## src/rtl/fp_issue_interlock.sv

```systemverilog
module fp_issue_interlock #(
  parameter int NREG    = 32,
  parameter int LAT_INT = 0,
  parameter int LAT_ADD = 3,
  parameter int LAT_MUL = 6,
  parameter int LAT_DIV = 24,
  localparam int RW   = $clog2(NREG),
  localparam int MAXL = (LAT_DIV > LAT_MUL) ?
                        ((LAT_DIV > LAT_ADD) ? LAT_DIV : LAT_ADD) :
                        ((LAT_MUL > LAT_ADD) ? LAT_MUL : LAT_ADD),
  localparam int CW   = $clog2(MAXL + 1)
) (
  input  logic          clk,
  input  logic          rst_n,
  input  logic          id_valid,
  input  logic [1:0]    id_unit,
  input  logic [RW-1:0] id_dst,
  input  logic          id_dst_we,
  input  logic [RW-1:0] id_src1,
  input  logic          id_src1_en,
  input  logic [RW-1:0] id_src2,
  input  logic          id_src2_en,
  output logic          issue_go,
  output logic          stall,
  output logic          stall_div,
  output logic          stall_wb,
  output logic          stall_raw,
  output logic          stall_waw
);

  logic [CW-1:0] lat;
  logic [CW-1:0] cnt [NREG];
  logic [CW-1:0] div_cnt;
  logic [MAXL:1] res, res_n;
  logic          wb_hit;
  logic          wr;

  always_comb begin
    case (id_unit)
      2'd0:    lat = CW'(LAT_INT);
      2'd1:    lat = CW'(LAT_ADD);
      2'd2:    lat = CW'(LAT_MUL);
      default: lat = CW'(LAT_DIV);
    endcase
  end

  always_comb begin
    wb_hit = 1'b0;
    for (int k = 1; k <= MAXL; k++)
      if (int'(lat) + 1 == k && res[k]) wb_hit = 1'b1;
  end

  assign stall_raw = id_valid & ((id_src1_en & (cnt[id_src1] != '0)) |
                                 (id_src2_en & (cnt[id_src2] != '0)));
  assign stall_waw = id_valid & id_dst_we & (cnt[id_dst] > lat);
  assign stall_wb  = id_valid & id_dst_we & wb_hit;
  assign stall_div = id_valid & (id_unit == 2'd3) & (div_cnt != '0);
  assign stall     = stall_raw | stall_waw | stall_wb | stall_div;
  assign issue_go  = id_valid & ~stall;
  assign wr        = issue_go & id_dst_we;

  always_comb begin
    res_n = res >> 1;
    if (wr && lat != '0) res_n[lat] = 1'b1;
  end

  always_ff @(posedge clk) begin
    if (!rst_n) res <= '0;
    else        res <= res_n;
  end

  always_ff @(posedge clk) begin
    for (int r = 0; r < NREG; r++) begin
      if (!rst_n)                           cnt[r] <= '0;
      else if (wr && id_dst == RW'(r))      cnt[r] <= lat;
      else if (cnt[r] != '0)                cnt[r] <= cnt[r] - 1'b1;
    end
  end

  always_ff @(posedge clk) begin
    if (!rst_n)                              div_cnt <= '0;
    else if (issue_go && id_unit == 2'd3)    div_cnt <= CW'(LAT_DIV - 1);
    else if (div_cnt != '0)                  div_cnt <= div_cnt - 1'b1;
  end


  div_gap_chk: assert property (@(posedge clk) disable iff (!rst_n)
    (issue_go && id_unit == 2'd3) |=> !(issue_go && id_unit == 2'd3));


  raw_src_chk: assert property (@(posedge clk) disable iff (!rst_n)
    stall_raw |-> (id_valid && (id_src1_en || id_src2_en)));


  int_fwd_chk: assert property (@(posedge clk) disable iff (!rst_n)
    ($past(rst_n) && $past(issue_go && id_dst_we && id_unit == 2'd0) &&
     id_valid && id_src1_en && !id_src2_en && id_src1 == $past(id_dst))
    |-> !stall_raw);


  waw_dst_chk: assert property (@(posedge clk) disable iff (!rst_n)
    stall_waw |-> id_dst_we);


  wb_dst_chk: assert property (@(posedge clk) disable iff (!rst_n)
    stall_wb |-> id_dst_we);


  add_pipe_chk: assert property (@(posedge clk) disable iff (!rst_n)
    ($past(rst_n) && $past(issue_go && id_unit == 2'd1) && id_valid &&
     id_unit == 2'd1 && !id_src1_en && !id_src2_en && id_dst != $past(id_dst))
    |-> issue_go);

endmodule

```

## config.mk

```make
export PLATFORM = sky130hd
export DESIGN_NAME = fp_issue_interlock
export DESIGN_NICKNAME = d
export VERILOG_FILES = /design/src/rtl/fp_issue_interlock.sv
export SDC_FILE = /design/constraint.sdc
export NUM_CORES = 1
export LEC_CHECK = 0
export BUFFER_PORTS_ARGS = -buffer_cell sky130_fd_sc_hd__buf_2
export CORE_MARGIN = 3
export CORE_UTILIZATION = 40
export DETAILED_ROUTE_END_ITERATION = 16
export PLACE_DENSITY_LB_ADDON = 0.1
export SLEW_MARGIN = 10
export SYNTH_ARGS = -nofsm -noshare
export SYNTH_HDL_FRONTEND = slang
export SYNTH_SLANG_ARGS = --single-unit
export TNS_END_PERCENT = 5
```

## constraint.sdc

```tcl
create_clock -name clk -period 10.5 [get_ports clk]
set_input_delay 0.525 -clock clk [delete_from_list [all_inputs] [get_ports clk]]
set_output_delay 0.525 -clock clk [all_outputs]
set_load 0.03 [all_outputs]
```

==> results of run 1 <==
critical path, cell delays in order:
cell      delay, ns
buf_2          0.08
buf_4          0.69
mux4_2         0.61
mux4_2         0.53
mux2_2         0.29
ha_1           0.30
nor2b_1        0.13
o21ai_0        0.14
nand2b_1       0.07
a211oi_1       0.23
nor4_1         0.12
nor3_4         0.21
buf_4          0.72
nand2_1        0.28
nor2_1         0.15
buf_2          0.21
Yosys cell counts (10+ instances only):
cell	number	area, um^2
a21oi_1	14	70.1
o2bb2ai_1	10	87.6
nor4_1	16	100
nand4_4	23	489
nand2_1	129	484
mux2_1	22	248
nand4_1	38	238
nor2_1	152	571
xor2_1	45	394
dfxtp_1	29	581
buf_2	10	50.1
mux2_2	13	146
o21ai_0	43	215
and2_1	30	188
nor2b_1	24	150
clkbuf_1	50	188
nor3_1	63	315
mux2_4	36	541
mux4_2	57	1280
mux2i_1	88	881
ha_1	46	576
inv_1	80	300
xnor2_1	13	114
nand3_1	73	365
edfxtp_1	160	4800
routing by layer:
layer / global-route usage [%] / share of wire (%) / routed length (um)
met1: 30.2 / 46 / 19200
met5: 0 / 0 / 0
met3: 4.57 / 5.4 / 2260
met2: 35.0 / 46 / 19500
met4: 6.81 / 2.5 / 1050
sequential cells by signal, summed over array words and instances, names as in the netlist:
signal   flops
cnt        160
div_cnt      5
res         24
layout make-up:
cell class                      instances  area, um^2
Inverter                               80         300
Clock inverter                          3        20.0
Fill cell                            3371       19600
Clock buffer                           29         559
Multi-Input combinational cell       1040        8380
Tap cell                              455         569
Timing Repair Buffer                   40         233
Sequential cell                       189        5390
kinds of logic after synthesis:
family	Yosys count
AOI/OAI and AO/OA	116
xor gates and xnor gates	58
adders and majority gates	46
buffers and inverters	156
DFF	189
muxes	216
and+or+nand+nor	604
power groups by stage:
| stage | combinational [uW] | clock [uW] | sequential [uW] |
|---|---|---|---|
| 5_1_grt | 2070 | 698 | 1700 |
| 6_report | 1840 | 655 | 1660 |
| 2_1_floorplan | 1510 | 0 | 1480 |
| 3_3_place_gp | 1810 | 0 | 1670 |
| 4_1_cts | 1840 | 670 | 1650 |
| 3_5_place_dp | 1830 | 0 | 1670 |
worst max path at each step:
stage	from	endpoint	slack [ns]	cells after the start
2_1_floorplan	id_dst[0]	stall	4.96	14
3_3_place_gp	id_dst[0]	issue_go	4.61	16
3_5_place_dp	id_dst[0]	issue_go	4.56	16
4_1_cts	id_dst[0]	issue_go	4.56	16
5_1_grt	id_dst[0]	issue_go	4.22	16
6_report	id_dst[0]	issue_go	4.65	16
metrics by stage:
stage               total power, uW  hold WS [ns]
floorplan                      2990         0.401
global placement               3480         0.406
detailed placement             3500         0.415
CTS                            4160         0.429
global route                   4470         0.450
finish                         4150         0.428
cell usage in the layout, fill, tap and decap left out, drive strengths merged, types with 4 or more instances in the layout:
cell type / synthesis / final
a32oi: 4 / 4
a21oi: 14 / 14
o31a: 5 / 5
o2bb2ai: 10 / 10
and2: 31 / 31
nor3: 64 / 64
edfxtp: 160 / 160
o21ai: 43 / 43
or3b: 8 / 8
nand4: 63 / 63
mux4: 57 / 57
xnor2: 13 / 13
a221oi: 6 / 6
nor2b: 24 / 24
nand2b: 6 / 6
buf: 26 / 40
mux2: 71 / 71
mux2i: 88 / 88
clkbuf: 50 / 29
and3: 4 / 4
xor2: 45 / 45
inv: 80 / 81
nor4: 16 / 16
dfxtp: 29 / 29
nor2: 153 / 153
ha: 46 / 46
nor3b: 5 / 5
o211ai: 4 / 4
nand2: 129 / 129
a211oi: 4 / 4
nand3: 79 / 79
nor4b: 6 / 6
or3: 5 / 5
a22oi: 4 / 4
==> results.yml, run 1 <==
status:
  status: "complete, no violations"
yosys:
  synth_seq_area_share_pct: 37.3
  synthAdderAreaFrac_pct: 3.99
  synthSimpleGateAreaFrac_pct: 23.5
  synth_compound_area_share_pct: 5.47
  synth-xor-area-share_pct: 3.52
  ys_ff_latch: 189
  ys_async_sr_fraction_pct: 0
  synth_edf_count: 160
  synth_mux_area_share_pct: 21.5
  avgSynthCellArea_um2: 10.4
  synth_nets: 1454
  syn_area_um2: 14400
  synth_cells: 1385
  ys_warn_count: 0
  yosys.cell_types.count: 68
  ys.flop_type: "edfxtp_1"
  synth_top_family_by_area: "simple AND/OR/NAND/NOR gates"
clock_network:
  cts_tree: "done"
  htree_levels: 4
  insertion_delay_ns: 0.45
  post_cts_buffers: 0
  cts_made_buffers: 17
  cts_hold_buf: 0
  ctsResizeCount: 0
  clock-sinks: 189
  clockBufferDepth: 2
  cts-root-buf: "clkbuf_16"
  clkTransAtPathRegs_ns: 0.07
hold_path:
  min_path_type: "flip-flop to flip-flop"
  min_from: "res[22]"
  holdPathStages: 1
  min_to: "res[21]"
place:
  hpwl_um: 29700
  port_buffers: 28
  dp_cells: 1804
  gp_congestion: 0.883
  dp_worst_setup_slack_ns: 4.56
  place_area_um2: 14900
power_and_ir_drop:
  p_int_uw: 2440
  p_comb_share_pct: 44.3
  clock_power_share_pct: 15.8
  switching_share_pct: 41.1
  p_per_area_nw_per_um2: 269
  ir_drop_mv: 0.167
  seqPwrFrac_pct: 40.0
  leakage_uw: 0.00643
  power_switching_uw: 1710
critical_path:
  regToRegEndpoint: "cnt[3][0]"
  path_max_fanout: 49
  path_class: "input port to output pin"
  rr_worst_depth: 13
  critPathRequiredTime_ns: 9.98
  endpoint_kind: "output pin"
  cp.arrival_ns: 5.33
  reg2reg_from: "cnt[13][1]"
  reg2reg_slack_ns: 5.71
  start_kind: "input port"
route:
  vias_per_cell: 5.93
  via_count: 10900
  firstDrtPassIters: 5
  drt-initial-drc-count: 784
  routedWlPerCell_um: 22.9
  ant_nets: 0
  drc: 0
  routed_wl_um: 42000
die:
  chipHeight_um: 196
  rows: 68
  ios: 29
  coreArea_um2: 35100
  initial_utilization_pct: 41.2
  dieArea_um2: 38400
  die_w_um: 196
timing:
  slew_violations: 0
  period_share_pct: 55.7
  skew_ns: 0.0149
  min_period_ns: 5.85
  setup_ws_ns: 4.65
  setup_violations: 0
  relSlewSlack_pct: 26.9
  worstMarginPinSlew_ns: 1.09
  setup_tns_ns: 0
  rsz0062_at_grt: "false"
  max_freq_mhz: 171
  hold_viol_final: 0
layout:
  fin_nets: 1437
  final_design_area_no_fill_um2: 15400
  stdcell_count: 1836
  syn2layout_area_growth_pct: 7.08
  drive_gt1_share_pct: 16.2
  num_antenna_cells: 0
  utilization_pct: 44.1
global_route:
  antenna_found_initial: 0
  grt_usage_pct: 22.0
  grt_pass1_wl_um: 65000
  grt_pass1_vias: 10700
  gr-total-overflow: 0
  grt_max_degree: 95
run:
  drv_cap: 0
Note: power is estimated with default switching activity, not from simulation.
==> inputs of run 2 (changes only) <==
==> constraint.sdc (replaced) <==
create_clock -name clk -period 5.65 [get_ports clk]
set_input_delay 0.2825 -clock clk [delete_from_list [all_inputs] [get_ports clk]]
set_output_delay 0.2825 -clock clk [all_outputs]
set_load 0.03 [all_outputs]
==> run 2 against run 1 <==
Clock skew up 0.0012 ns. Non-clock buffer count up 5. Combinational power up 89%. Core utilization up 0.34 points. Total power up 88%. Global-route usage up 0.21 points. Final cell count up 0.27%. Flip-flop and latch count unchanged. Critical path type unchanged.
==> results.yml, run 2 (synthesis gave the netlist of run 1 again) <==
status:
  status: "complete, no violations"
die:
  ios: 29
  chipHeight_um: 196
  rows: 68
  dieArea_um2: 38400
  initial_utilization_pct: 41.2
  die_w_um: 196
  coreArea_um2: 35100
power_and_ir_drop:
  ir_drop_mv: 0.308
  leakage_uw: 0.00649
  p_per_area_nw_per_um2: 502
timing:
  relSlewSlack_pct: 28.5
  skew_ns: 0.0161
  setup_tns_ns: 0
  min_period_ns: 4.96
  slew_violations: 0
  worstMarginPinSlew_ns: 1.07
  hold_viol_final: 0
  rsz0062_at_grt: "false"
  period_share_pct: 87.7
  setup_violations: 0
  max_freq_mhz: 202
clock_network:
  cts-root-buf: "clkbuf_16"
  clockBufferDepth: 2
  cts_hold_buf: 0
  htree_levels: 4
  cts_tree: "done"
  cts_made_buffers: 17
  clock-sinks: 189
  insertion_delay_ns: 0.46
  post_cts_buffers: 0
  clkTransAtPathRegs_ns: 0.08
  ctsResizeCount: 0
global_route:
  grt_usage_pct: 22.2
  grt_util_met1_pct: 31.9
  grtUsageMet3_pct: 3.52
  grt_max_degree: 84
  grt_pass1_vias: 10600
  grt_pass1_wl_um: 65700
  grt-busiest-layer: "met2"
  antenna_found_initial: 0
  grt_use_met2_pct: 34.6
  gr-total-overflow: 0
layout:
  syn2layout_area_growth_pct: 7.90
  largestRegisters: "cnt (160), res (24), div_cnt (5)"
  final_common_cell: "edfxtp_1"
  drive_gt1_share_pct: 16.7
  utilization_pct: 44.4
  regMostFlops: "cnt"
  largest_reg_flops: 160
  fin_nets: 1442
  num_antenna_cells: 0
  final_cell_mix: "160 x edfxtp_1, 152 x nor2_1, 128 x nand2_1"
route:
  routed_wl_um: 42400
  ant_nets: 0
  vias_per_cell: 5.98
  drc: 0
  via_count: 11000
  routedWlPerCell_um: 23.1
  drt-initial-drc-count: 1033
  firstDrtPassIters: 5
critical_path:
  reg2reg_from: "cnt[2][1]"
  path_max_fanout: 36
  worst_setup_path_startpoint: "id_dst[1]"
  endpoint_kind: "output pin"
  max_stage_delay_ns: 0.69
  crit_top_cell: "buf_4"
  path_cells: "buf_2 -> buf_4 -> buf_4 -> mux4_2 -> mux4_2 -> mux2_2 -> ha_1 -> o21ai_0 -> nand2b_1 -> a211oi_1 -> nor4_1 -> nor3_4 -> buf_4 -> nand2_1 -> nor2_1 -> buf_2"
  crit_slowest_cell: "buf_2"
  cp.arrival_ns: 4.67
  start_kind: "input port"
  path_class: "input port to output pin"
  critPathRequiredTime_ns: 5.37
hold_path:
  min_path_type: "input port to flip-flop"
  min_from: "id_valid"
run:
  drv_cap: 0
place:
  gp_congestion: 0.854
  port_buffers: 28
  hpwl_um: 30600
## run 2: layout make-up
cell class | count | area, um^2
clock buffer | 21 | 526
clock inverter | 11 | 85.1
fill | 3411 | 19500
inverter | 80 | 300
multi-input combinational | 1040 | 8380
sequential | 189 | 5390
tap | 455 | 569
timing repair buffer | 45 | 320
## run 2: metal layers
metal  vias to the layer above  wire length [um]
met5                         -                 0
met4                         0               999
met3                        64              2450
met2                       363             19300
met1                      5442             19700
li1                       5142                 -
## run 2: power by group
part,internal [uW],total [uW],switching [uW]
clock,679,1270,591
combinational,1570,3480,1900
sequential,2320,3070,755
total,4570,7820,3250
## run 2: final timing paths
check	end	depth (start not counted)	slack (ns)
max	issue_go	16	0.69
min	div_cnt[1]	3	0.24
max reg2reg	cnt[22][3]	13	1.09
min reg2reg	res[12]	1	0.43
## run 2: stage by stage
stage,hold slack [ns],setup WS [ns],cell area (um^2),total power (uW),std cells
floorplan,0.401,0.584,14400,5560,1385
global placement,0.408,0.655,15000,6520,1809
detailed placement,0.416,0.575,15000,6530,1809
CTS,0.201,0.694,15600,7830,1841
global route,0.245,0.444,15600,8390,1841
finish,0.236,0.694,15600,7820,1841
## run 2: worst max-delay path, delay by kind of cell
kind                     cells  cell delay, ns
buffers and inverters        5            1.82
multiplexers                 3            1.04
AND/OR/NAND/NOR              5            0.86
AO/OA/AOI/OAI                2            0.31
adder cells (fa/ha/maj)      1            0.30
